<file path="src/rtl/pwr_lock_pkg.sv">
package pwr_lock_pkg;
  localparam int SEL_W     = 2;
  localparam int NUM_BANDS = 1 << SEL_W;

  typedef enum logic [1:0] {
    OUT_OFF  = 2'd0,
    OUT_IDLE = 2'd1,
    OUT_DATA = 2'd2
  } out_mode_e;
endpackage

</file>
<file path="src/rtl/pd_sync.sv">
module pd_sync #(
  parameter int STAGES = 2
) (
  input  logic clk,
  input  logic clr_n,
  output logic run_sync
);
  logic [STAGES-1:0] stage_q;
  logic [STAGES-1:0] stage_d;

  always_comb begin
    stage_d = {stage_q[STAGES-2:0], 1'b1};
  end

  // assertion clears every stage at once; release ripples through the stages
  always_ff @(posedge clk or negedge clr_n) begin
    if (!clr_n) stage_q <= '0;
    else        stage_q <= stage_d;
  end

  assign run_sync = stage_q[STAGES-1];
endmodule

</file>
<file path="src/rtl/lock_timer.sv">
module lock_timer #(
  parameter int CYCLES = 16385
) (
  input  logic clk,
  input  logic rst_n,
  input  logic run,
  input  logic restart,
  output logic done
);
  localparam int CW = $clog2(CYCLES);
  localparam logic [CW-1:0] LAST = CW'(CYCLES - 1);

  logic [CW-1:0] cnt_q, cnt_d;
  logic          done_q, done_d;

  always_comb begin
    cnt_d  = cnt_q;
    done_d = done_q;
    if (!run || restart) begin
      cnt_d  = '0;
      done_d = 1'b0;
    end else if (!done_q) begin
      if (cnt_q == LAST) done_d = 1'b1;
      else               cnt_d  = cnt_q + 1'b1;
    end
  end

  always_ff @(posedge clk or negedge rst_n) begin
    if (!rst_n) begin
      cnt_q  <= '0;
      done_q <= 1'b0;
    end else begin
      cnt_q  <= cnt_d;
      done_q <= done_d;
    end
  end

  assign done = done_q;
endmodule

</file>
<file path="src/rtl/band_decode.sv">
module band_decode
  import pwr_lock_pkg::*;
(
  input  logic                 clk,
  input  logic                 rst_n,
  input  logic [SEL_W-1:0]     sel,
  output logic                 sel_changed,
  output logic [NUM_BANDS-1:0] band_oh
);
  logic [SEL_W-1:0] sel_q;

  always_ff @(posedge clk or negedge rst_n) begin
    if (!rst_n) sel_q <= '0;
    else        sel_q <= sel;
  end

  assign sel_changed = (sel != sel_q);

  for (genvar k = 0; k < NUM_BANDS; k++) begin : g_band
    assign band_oh[k] = (sel_q == SEL_W'(k));
  end
endmodule

</file>
<file path="src/rtl/pwr_lock_ctrl.sv">
module pwr_lock_ctrl
  import pwr_lock_pkg::*;
#(
  parameter int LOCK_CYCLES = 16385,
  parameter int SYNC_STAGES = 2
) (
  input  logic                 clk,
  input  logic                 rst_n,
  input  logic                 run_req,
  input  logic                 vin_ok,
  input  logic [SEL_W-1:0]     freq_sel,
  output logic                 drv_en,
  output logic                 term_en,
  output logic                 locked,
  output logic [NUM_BANDS-1:0] band_oh
);
  logic      clr_n;
  logic      run_sync;
  logic      sel_changed;
  logic      wait_done;
  out_mode_e mode;

  // a missing input supply acts as a power-down request
  assign clr_n = rst_n & run_req & vin_ok;

  pd_sync #(.STAGES(SYNC_STAGES)) u_sync (
    .clk      (clk),
    .clr_n    (clr_n),
    .run_sync (run_sync)
  );

  band_decode u_band (
    .clk         (clk),
    .rst_n       (rst_n),
    .sel         (freq_sel),
    .sel_changed (sel_changed),
    .band_oh     (band_oh)
  );

  lock_timer #(.CYCLES(LOCK_CYCLES)) u_timer (
    .clk     (clk),
    .rst_n   (rst_n),
    .run     (run_sync),
    .restart (sel_changed),
    .done    (wait_done)
  );

  always_comb begin
    if (!run_sync)      mode = OUT_OFF;
    else if (wait_done) mode = OUT_DATA;
    else                mode = OUT_IDLE;
  end

  assign term_en = (mode != OUT_OFF);
  assign drv_en  = (mode == OUT_DATA);
  assign locked  = (mode == OUT_DATA);
endmodule

</file>
<file path="config.mk">
export PLATFORM = sky130hd
export DESIGN_NAME = pwr_lock_ctrl
export DESIGN_NICKNAME = d
export VERILOG_FILES = /design/src/rtl/pwr_lock_pkg.sv /design/src/rtl/pd_sync.sv /design/src/rtl/lock_timer.sv /design/src/rtl/band_decode.sv /design/src/rtl/pwr_lock_ctrl.sv
export SDC_FILE = /design/constraint.sdc
export NUM_CORES = 1
export LEC_CHECK = 0
export BUFFER_PORTS_ARGS = -buffer_cell sky130_fd_sc_hd__buf_2
export CAP_MARGIN = 20
export CORE_ASPECT_RATIO = 1.4
export CORE_UTILIZATION = 37
export CTS_CLUSTER_SIZE = 12
export DETAILED_ROUTE_END_ITERATION = 16
export GPL_ROUTABILITY_DRIVEN = 0
export SETUP_SLACK_MARGIN = 0.2
export SLEW_MARGIN = 10
export SYNTH_ARGS = -nofsm -noshare
export SYNTH_HDL_FRONTEND = slang
export SYNTH_SLANG_ARGS = --single-unit
</file>
<file path="constraint.sdc">
create_clock -name clk -period 3.3 [get_ports clk]
set_input_delay 0.99 -clock clk [delete_from_list [all_inputs] [get_ports clk]]
set_output_delay 0.99 -clock clk [all_outputs]
set_load 0.03 [all_outputs]
</file>
==> Word-level counts from Yosys, hierarchy flattened <==
Index checks and enable logic that the tools add are counted.
{ "totals": {"ff_bits": 20, "memories": 0, "mem_bits_rw": 0, "output_inout_bits": 7, "romBits": 0, "latch_bits": 0, "elab_cells": 28, "input_bits": 6} }
{ "op_classes": {"n_eq_ne": 8, "n_mux": 8, "mul": 0, "n_div": 0, "n_reduce_logical": 5, "bitwise": 2, "n_addsub": 1, "n_lt_le_gt_ge": 0, "n_shift": 0} }
{ "ops": {"columns": ["cell", "n"], "rows": [
  ["$mux 15", 3],
  ["$add 15x1->15 const B", 1],
  ["$eq 15x15->1 const B", 1],
  ["$eq 2x2->1 const B", 3],
  ["$mux 2", 2],
  ["$mux 1", 3],
  ["$and 1x1->1", 2],
  ["$eq 2x1->1 const B", 1],
  ["$logic_not 2->1", 1],
  ["$ne 2x1->1 const B", 1],
  ["$ne 2x2->1", 1],
  ["$ne 2x2->1 const B", 1],
  ["$reduce_and 2->1", 1],
  ["$reduce_bool 2->1", 1],
  ["$logic_not 1->1", 1],
  ["$logic_or 1x1->1", 1]
]} }

==> Depth between registers and ports, before layout <==
Gate-level depths: netlist (run 1).
{ "logic_depth": {"ltp_word": 4, "ltp_mapped": 6, "mapped_depth_nobuf": 6} }

==> Hierarchy <==
Synthesis (run 1) repeated with hierarchy kept, for this count alone.
{ "unflattened": {"cells_unflattened": 105, "hier_area_um2": 1062.3} }
{ "by_module_without_submodules": {"columns": ["module", "area_per_inst_um2", "cells_per_inst", "instances", "seq_area_each_um2"], "rows": [
  ["lock_timer", 884.6, 89, 1, 400.4],
  ["band_decode", 100.1, 9, 1, 50.0],
  ["pd_sync", 53.8, 3, 1, 50.0],
  ["pwr_lock_ctrl", 23.8, 4, 1, 0.0]
]} }

==> Least setup slack after synthesis (run 1) <==
OpenSTA, ideal clock, no wires.
{ "synth_path": {"kind": "register to output", "from": "register u_timer.done_q (netlist: u_timer.done)", "to": "output port locked", "required_ns": 2.310, "arrival_time_ns": 0.940, "path_slack_ns": 1.370, "stages_incl_launch_ff": 3, "n_path_buf": 1, "cell_sequence": "dfrtp_1 and2_1 buf_4"} }
{ "synth_between": {"elab_chain_len": 3} }
{ "synth_lines": {"columns": ["element", "line", "text"], "rows": [
  ["start, declared", "lock_timer.sv:14", "logic done_q, done_d;"],
  ["start signal, assigned", "lock_timer.sv:34", "done_q <= done_d;"],
  ["$mux 2", "pwr_lock_ctrl.sv:50", "else if (wait_done) mode = OUT_DATA;"],
  ["$mux 2", "pwr_lock_ctrl.sv:49", "if (!run_sync) mode = OUT_OFF;"],
  ["$eq 2x2->1", null, null],
  ["end, declared", "pwr_lock_ctrl.sv:14", "output logic locked,"]
]} }
Every way passes these cells.

==> Final worst setup path (run 1) <==
{ "layout_path": {"from": "register u_timer.done_q (netlist: u_timer.done)", "to": "output port locked"} }
{ "layout_between": {"elab_chain_len": 3} }
{ "layout_lines": {"columns": ["element", "line", "text"], "rows": [
  ["$mux 2", "pwr_lock_ctrl.sv:50", null],
  ["$mux 2", "pwr_lock_ctrl.sv:49", null],
  ["$eq 2x2->1", "pwr_lock_ctrl.sv:56", "assign locked = (mode == OUT_DATA);"]
]} }
Every way passes these cells.

==> impl_metrics.py, run 1 <==
metrics = {
    "routing": {
        "routedWlPerCell_um": 12.6,
        "vias": 768,
        "via_per_inst": 5.02,
        "initialDrtViolationCount": 12,
        "routed_wl_mm": 1.92,
        "antenna_left": 0,
        "drc": 0,
        "dr.pass1.iters": 4,
    },
    "setup_path": {
        "cp.buffers_inverters": 1,
        "critical_path_required_ns": 2.31,
        "rr_startpoint": "u_timer.cnt_q[0]$_DFFE_PN0P_",
        "path_max_fanout": 8,
        "slowest_delay_ns": 0.47,
        "path_cells": "and2_1, buf_2",
        "critPathLaunchType": "flop",
        "path_class": "flop to primary output",
        "cp-end-kind": "primary output",
        "cp_top_family": "flip-flops",
        "startpoint": "u_timer.done$_DFF_PN0_",
        "arrival_ns": 1.15,
        "reg2reg_depth": 6,
        "path_depth": 2,
        "slowest_stage": "dfrtp_1",
    },
    "grt": {
        "antenna_found_initial": 0,
        "grt-ovfl-total": 0,
        "grt_pass1_vias": 764,
        "grt_start_max_net_pins": 20,
        "grt_first_pass_wirelength_mm": 3.36,
        "gr-usage-all-layers_pct": 15.4,
    },
    "floorplanning": {
        "ios": 13,
        "core-area_um2": 2620,
        "rows": 22,
        "dieWidth_um": 46.3,
        "initial_utilization_pct": 38.9,
        "die_area_um2": 2970,
        "dieHeight_um": 64.1,
    },
    "cells_and_area": {
        "final_common_cell": "dfrtp_1",
        "postLayoutCoreUtil_pct": 43.8,
        "n_antenna_cell": 0,
        "final_cell_mix": "dfrtp_1, buf_2, nor2_1, xnor2_1",
        "nNetsFinal": 126,
        "syn2layout_area_growth_pct": 12.4,
        "drive_gt1_share_pct": 15.4,
        "fin_cells": 153,
    },
    "clock_network": {
        "clock_path_buffers": 2,
        "ctsResizeCount": 0,
        "clkSlewWorstSetupHoldPaths_ns": 0.12,
        "numCtsBuffers": 3,
        "htree_levels": 1,
        "cts_root_buf": "clkbuf_4",
        "postCtsSetupBuffers": 0,
        "tritoncts": "built",
        "hold_buffers": 0,
        "insertion_delay_ns": 0.31,
        "clock_sinks": 20,
    },
    "synthesis": {
        "synth.area.mux_share_pct": 0,
        "synth_seq_cells": 20,
        "synth_area_leaders": "dfrtp_1, xnor2_1, nor2_1, nand3_1, a21oi_1",
        "synthArstFlopShare_pct": 100,
        "synth_area_leader_cell": "dfrtp_1",
        "synth_edf_count": 0,
        "synth_compound_area_share_pct": 7.62,
        "yosys_warnings": 0,
        "ys_types": 32,
        "synth-simple-area-share_pct": 28.1,
        "synthCells": 104,
        "ys_seq_area_share_pct": 49.1,
        "syn_avg_cell_area_um2": 9.79,
        "yosysTopAreaCellShare_pct": 49.1,
        "synthAdderAreaFrac_pct": 2.46,
        "synthFlopType": "dfrtp_1",
        "synth_area_um2": 1020,
        "synthXorXnorAreaFrac_pct": 8.60,
        "synth_fp_nets": 112,
        "synth_top_family_by_area": "simple AND/OR/NAND/NOR gates",
    },
    "flow_run": {
        "maxCapViolations": 0,
    },
    "placed_design": {
        "place_ws_ns": 0.989,
        "place_inst": 149,
        "hpwl_mm": 1.45,
        "port_buffers": 12,
    },
    "timing": {
        "fin_crit_ns": 2.14,
        "fmax_mhz": 468,
        "slew_viol_final": 0,
        "final-hold-violation-count": 0,
        "finalSetupViolations": 0,
        "setup_ws_ns": 1.16,
        "clock_skew_ns": 0.0109,
        "timing.setup.tns_ns": 0,
        "fin_crit_sh_pct": 64.7,
        "max_slew_margin_pct": 60.0,
        "rsz0062_at_grt": "no",
        "worstMarginPinSlew_ns": 0.592,
    },
    "pwr": {
        "totalPowerFinal_mw": 0.426,
        "power.leakage_nw": 0.473,
        "ir_drop_mv": 0.179,
        "p_per_area_nw_per_um2": 372,
    },
    "worst_hold_path": {
        "whs_path_depth": 0,
        "worstHoldStart": "u_sync.stage_q[0]$_DFF_PN0_",
        "hold_path_class": "flop to flop",
    },
    "outcome": {
        "run_status": "complete, no violations",
    },
}
[cell usage after synthesis (4+ instances only)]
master	instances
nor2_1	11
nand3_1	6
nor3_1	4
a21oi_1	5
nand2_1	5
inv_1	6
dfrtp_1	20
xnor2_1	9
o21ai_0	4
or3_1	4
[flip-flops by register name, summed over array words and instances (netlist names)]
| signal | count |
|---|---|
| u_timer.cnt_q | 15 |
| u_band.sel_q | 2 |
| u_sync.stage_q | 2 |
| u_timer.done | 1 |
[logic make-up after synthesis]
family,Yosys count
and+or+nand+nor,49
DFF,20
other,1
buffers and inverters,9
AOI/OAI and AO/OA,13
xor gates and xnor gates,10
adders and majority gates,2
[routing by layer]
layer | global-route usage [%] | share of wire (%) | up-vias
met1 | 18.9 | 44 | 362
met5 | 0 | 0 | -
li1 | - | - | 385
met3 | 1.69 | 2.7 | 5
met2 | 25.3 | 51 | 16
met4 | 7.72 | 2.1 | 0
[final cells by class]
cell class / instances / area (um2)
fill: 260 / 1470
sequential: 20 / 500
multi-input combinational: 75 / 480
timing repair buffer: 12 / 60.1
tap: 36 / 45.0
clock buffer: 4 / 36.3
inverter: 6 / 22.5
[through the flow]
step	hold slack, ns	cell area (um2)
2_1_floorplan	0.331	1020
3_3_place_gp	0.346	1110
3_5_place_dp	0.338	1110
4_1_cts	0.375	1140
5_1_grt	0.379	1140
6_report	0.376	1140
[power breakdown]
| group | internal [mW] | leakage, nW | switching (mW) |
|---|---|---|---|
| combinational | 0.00978 | 0.180 | 0.0204 |
| sequential | 0.248 | 0.272 | 0.00368 |
| clock | 0.0674 | 0.0210 | 0.0764 |
[final timing paths]
kind	to	slack, ns
min in group asynchronous	u_sync.stage_q[1]$_DFF_PN0_	0.57
max reg2reg	u_timer.cnt_q[2]$_DFFE_PN0P_	1.60
min	u_sync.stage_q[1]$_DFF_PN0_	0.38
min reg2reg	u_sync.stage_q[1]$_DFF_PN0_	0.38
max	locked	1.16
max in group asynchronous	u_sync.stage_q[0]$_DFF_PN0_	2.22
Note: power is estimated with default switching activity, not from simulation.
==> run 2: changes to the inputs <==
- clock period: 3.3 -> 2.1 ns (I/O delays scaled with it)
==> impl_metrics.py, run 2 (same netlist as run 1, synthesis figures left out) <==
metrics = {
    "setup_path": {
        "slowest_delay_ns": 0.46,
        "path_cells": "and2_1, buf_2",
        "path_class": "flop to primary output",
        "cp-end-kind": "primary output",
        "cp_top_family": "flip-flops",
        "critPathLaunchType": "flop",
        "path_max_fanout": 8,
        "arrival_ns": 1.12,
        "cp.buffers_inverters": 1,
        "critical_path_required_ns": 1.47,
        "slowest_stage": "dfrtp_1",
    },
    "routing": {
        "routedWlPerCell_um": 12.4,
        "dr.pass1.iters": 4,
        "vias": 781,
        "via_per_inst": 5.07,
        "initialDrtViolationCount": 13,
        "routed_wl_mm": 1.91,
        "drc": 0,
        "antenna_left": 0,
    },
    "clock_network": {
        "clock_sinks": 20,
        "clkSlewWorstSetupHoldPaths_ns": 0.10,
        "insertion_delay_ns": 0.30,
        "postCtsSetupBuffers": 0,
        "ctsResizeCount": 0,
        "clock_path_buffers": 2,
        "numCtsBuffers": 3,
        "cts_root_buf": "clkbuf_4",
        "htree_levels": 1,
        "tritoncts": "built",
        "hold_buffers": 0,
    },
    "timing": {
        "final-hold-violation-count": 0,
        "timing.setup.tns_ns": 0,
        "slew_viol_final": 0,
        "worstMarginPinSlew_ns": 0.552,
        "fin_crit_ns": 1.75,
        "fmax_mhz": 571,
        "max_slew_margin_pct": 62.7,
        "rsz0062_at_grt": "no",
        "finalSetupViolations": 0,
        "clock_skew_ns": 0.00634,
        "fin_crit_sh_pct": 83.5,
    },
    "grt": {
        "grt_util_met2_pct": 24.5,
        "use_met3_pct": 2.82,
        "grt_pass1_vias": 810,
        "gr-usage-all-layers_pct": 15.3,
        "grt_first_pass_wirelength_mm": 3.39,
        "grt_start_max_net_pins": 20,
        "antenna_found_initial": 0,
        "grt_use_met1_pct": 19.5,
        "gr-max-usage-layer": "met2",
        "grt-ovfl-total": 0,
    },
    "cells_and_area": {
        "nNetsFinal": 127,
        "postLayoutCoreUtil_pct": 44.1,
        "largestRegisters": "u_timer.cnt_q (15), u_band.sel_q (2), u_sync.stage_q (2)",
        "largest_register_ffs": 15,
        "n_antenna_cell": 0,
        "fillers": 267,
        "multi_input_area_um2": 480,
        "final_common_cell": "dfrtp_1",
        "final_cell_mix": "dfrtp_1, buf_2, nor2_1, xnor2_1",
        "syn2layout_area_growth_pct": 13.1,
        "regMostFlops": "u_timer.cnt_q",
        "ff_latch_area_um2": 500,
        "fin_cells": 154,
        "drive_gt1_share_pct": 16.1,
    },
    "floorplanning": {
        "dieHeight_um": 64.1,
        "initial_utilization_pct": 38.9,
        "ios": 13,
        "dieWidth_um": 46.3,
        "die_area_um2": 2970,
        "rows": 22,
        "core-area_um2": 2620,
    },
    "flow_run": {
        "maxCapViolations": 0,
    },
    "pwr": {
        "p_per_area_nw_per_um2": 578,
        "ir_drop_mv": 0.336,
        "power.leakage_nw": 0.477,
    },
    "placed_design": {
        "place_inst": 150,
        "port_buffers": 12,
        "hpwl_mm": 1.49,
    },
    "outcome": {
        "run_status": "complete, no violations",
    },
    "worst_hold_path": {
        "hold_path_class": "primary input to async pin",
    },
}
[run 2: cell types whose count changed in the layout (fill, tap and decap cells not counted)]
cell and change:
buf_4 +1
[run 2: final timing paths]
path | from | slack, ns | end | depth (start not counted)
max | u_timer.done$_DFF_PN0_ | 0.35 | locked | 2
min | run_req | 0.23 | u_sync.stage_q[1]$_DFF_PN0_ | 2
max reg2reg | u_timer.cnt_q[0]$_DFFE_PN0P_ | 0.43 | u_timer.cnt_q[2]$_DFFE_PN0P_ | 6
min reg2reg | u_sync.stage_q[0]$_DFF_PN0_ | 0.37 | u_sync.stage_q[1]$_DFF_PN0_ | 0
max in group asynchronous | rst_n | 1.39 | u_sync.stage_q[0]$_DFF_PN0_ | 2
min in group clk | u_sync.stage_q[0]$_DFF_PN0_ | 0.37 | u_sync.stage_q[1]$_DFF_PN0_ | 0
[run 2: layout make-up]
| type | count | share of cell area (%) |
|---|---|---|
| Multi-Input combinational cell | 75 | 41.7 |
| Inverter | 6 | 1.95 |
| Clock buffer | 4 | 3.15 |
| Tap cell | 36 | 3.91 |
| Sequential cell | 20 | 43.4 |
| Timing Repair Buffer | 13 | 5.86 |
[run 2: routing by layer]
metal	vias to the layer above	share of wire, %	wire, um
met2	19	50	956
met3	2	3.3	63
met5	-	0	0
met4	0	0.89	17
met1	376	46	875
li1	384	-	-
[run 2: through the flow]
step           power (mW)  worst slack, ns  instance area (um2)  hold WS, ns
3_3_place_gp        0.453            0.443                 1120        0.346
5_1_grt             0.695            0.276                 1150        0.222
2_1_floorplan       0.432            0.530                 1020        0.331
4_1_cts             0.678            0.334                 1150        0.226
6_report            0.666            0.347                 1150        0.231
3_5_place_dp        0.454            0.430                 1120        0.342
[run 2: power breakdown]
part	internal [mW]	switching, mW
clock	0.106	0.115
combinational	0.0169	0.0321
sequential	0.390	0.00572
total	0.513	0.153
==> run 3: changes to the inputs <==
- clock period: 2.1 -> 1.85 ns (I/O delays scaled with it)
==> impl_metrics.py, run 3 (same netlist as run 1, synthesis figures left out) <==
metrics = {
    "clock_network": {
        "cts_root_buf": "clkbuf_4",
        "clock_sinks": 20,
        "htree_levels": 1,
        "numCtsBuffers": 3,
        "insertion_delay_ns": 0.29,
        "clock_path_buffers": 2,
        "clkSlewWorstSetupHoldPaths_ns": 0.10,
        "hold_buffers": 0,
        "tritoncts": "built",
    },
    "timing": {
        "fmax_mhz": 607,
        "timing.setup.tns_ns": 0,
        "final-hold-violation-count": 0,
        "slew_viol_final": 0,
        "finalSetupViolations": 0,
        "hold_ws_ns": 0.164,
        "fin_crit_ns": 1.65,
        "fin_crit_sh_pct": 89.0,
        "rsz0062_at_grt": "yes",
        "clock_skew_ns": 0.000862,
    },
    "pwr": {
        "intPower_mw": 0.547,
        "combPwrFrac_pct": 9.7,
        "switching_power_mw": 0.170,
        "totalPowerFinal_mw": 0.718,
        "power_frac_seq_pct": 62.6,
        "ir_drop_mv": 0.454,
        "power.leakage_nw": 0.502,
        "p_per_area_nw_per_um2": 588,
        "clock_power_share_pct": 27.8,
        "netSwitchingFraction_pct": 23.7,
    },
    "cells_and_area": {
        "nNetsFinal": 133,
        "syn2layout_area_growth_pct": 19.8,
        "multi_input_area_um2": 499,
        "final_common_cell": "dfrtp_1",
        "ff_latch_area_um2": 502,
        "fin_cells": 159,
        "drive_gt1_share_pct": 23.6,
        "fin_area_um2": 1220,
        "final_cell_mix": "dfrtp_1, nor2_1, buf_4, xnor2_1, buf_2",
        "n_antenna_cell": 0,
        "largest_register_ffs": 15,
        "regMostFlops": "u_timer.cnt_q",
        "fillers": 248,
        "largestRegisters": "u_timer.cnt_q (15), u_band.sel_q (2), u_sync.stage_q (2)",
    },
    "setup_path": {
        "cp.buffers_inverters": 1,
        "rr_startpoint": "u_timer.cnt_q[11]$_DFFE_PN0P_",
        "arrival_ns": 1.09,
        "cp_top_family": "flip-flops",
        "cp-end-kind": "primary output",
        "path_max_fanout": 7,
        "slowest_delay_ns": 0.46,
        "reg2reg_depth": 4,
        "critPathLaunchType": "flop",
        "slowest_stage": "dfrtp_2",
        "r2r_end": "u_timer.cnt_q[2]$_DFFE_PN0P_",
        "path_class": "flop to primary output",
        "path_cells": "and2_4, buf_4",
        "r2r_slack_ns": 0.28,
        "critical_path_required_ns": 1.29,
    },
    "routing": {
        "via_per_inst": 5.18,
        "dr.pass1.iters": 4,
        "wl_met1_um": 908,
        "routedWlPerCell_um": 13.4,
        "dr_wl_met2_mm": 1.17,
        "initialDrtViolationCount": 16,
        "drc": 0,
        "vias": 824,
        "dr_wl_met3_um": 47,
        "routed_wl_mm": 2.13,
        "antenna_left": 0,
        "highest_layer": "met4",
    },
    "grt": {
        "grt_pass1_vias": 800,
        "gr-usage-all-layers_pct": 15.3,
        "antenna_found_initial": 0,
        "grt_start_max_net_pins": 20,
        "grt-ovfl-total": 0,
        "grt_first_pass_wirelength_mm": 3.36,
    },
    "floorplanning": {
        "die_area_um2": 2970,
        "ios": 13,
        "dieHeight_um": 64.1,
        "dieWidth_um": 46.3,
        "core-area_um2": 2620,
        "rows": 22,
        "initial_utilization_pct": 38.9,
    },
    "placed_design": {
        "hpwl_mm": 1.54,
        "place_inst": 151,
        "port_buffers": 12,
        "placed_area_um2": 1120,
    },
    "worst_hold_path": {
        "hold_path_class": "primary input to async pin",
    },
    "flow_run": {
        "maxCapViolations": 0,
    },
    "outcome": {
        "run_status": "complete, no violations",
    },
}
==> run 3: power by group through the flow <==
| stage | sequential, mW | combinational [mW] | clock (mW) |
|---|---|---|---|
| floorplan | 0.457 | 0.0333 | 0 |
| CTS | 0.450 | 0.0618 | 0.212 |
| global route | 0.450 | 0.0762 | 0.230 |
| finish | 0.449 | 0.0693 | 0.199 |
| global placement | 0.458 | 0.0592 | 0 |
| detailed placement | 0.458 | 0.0606 | 0 |
==> run 3: cell type report <==
| cell class | instances | area share (%) |
|---|---|---|
| Tap cell | 36 | 3.69 |
| Sequential cell | 20 | 41.1 |
| Multi-Input combinational cell | 75 | 40.9 |
| Timing Repair Buffer | 19 | 10.6 |
| Clock buffer | 3 | 1.85 |
| Inverter | 6 | 1.85 |
==> run 3: layer usage <==
metal | global-route usage [%] | vias up
li1 | - | 401
met1 | 17.9 | 408
met2 | 26.9 | 13
met3 | 1.69 | 2
met4 | 5.51 | 0
met5 | 0 | -
==> run 3: through the flow <==
step	setup WS [ns]	utilization (%)
after detailed placement	0.198	43.0
after global placement	0.283	43.0
final	0.204	46.7
after CTS	0.165	44.4
after global routing	0.175	46.7
after floorplan	0.355	-
==> run 3: how the worst max path moves through the flow <==
| stage | startpoint | to | slack [ns] | cells after the start |
|---|---|---|---|---|
| 6_report | u_timer.done$_DFF_PN0_ | drv_en | 0.20 | 2 |
| 5_1_grt | u_timer.done$_DFF_PN0_ | drv_en | 0.17 | 2 |
| 4_1_cts | u_timer.done$_DFF_PN0_ | drv_en | 0.16 | 2 |
| 3_5_place_dp | u_timer.cnt_q[0]$_DFFE_PN0P_ | u_timer.cnt_q[2]$_DFFE_PN0P_ | 0.20 | 6 |
| 3_3_place_gp | u_timer.cnt_q[0]$_DFFE_PN0P_ | u_timer.cnt_q[2]$_DFFE_PN0P_ | 0.28 | 6 |
| 2_1_floorplan | u_timer.done$_DFF_PN0_ | locked | 0.36 | 2 |
==> run 3: worst register-to-register path, cell delays in order (launching register included) <==
cell and delay (ns):
dfrtp_1 0.45, nor4b_1 0.39, a41oi_2 0.28, a211o_1 0.35, nand2_1 0.05
==> run 3: timing repair <==
item / CTS / global route
resized for setup: 3 / 13
pin swaps: 0 / 2
setup buffers: 0 / 5
endpoints found under the setup margin: 5 / 8
hold endpoints to repair: 0 / 0
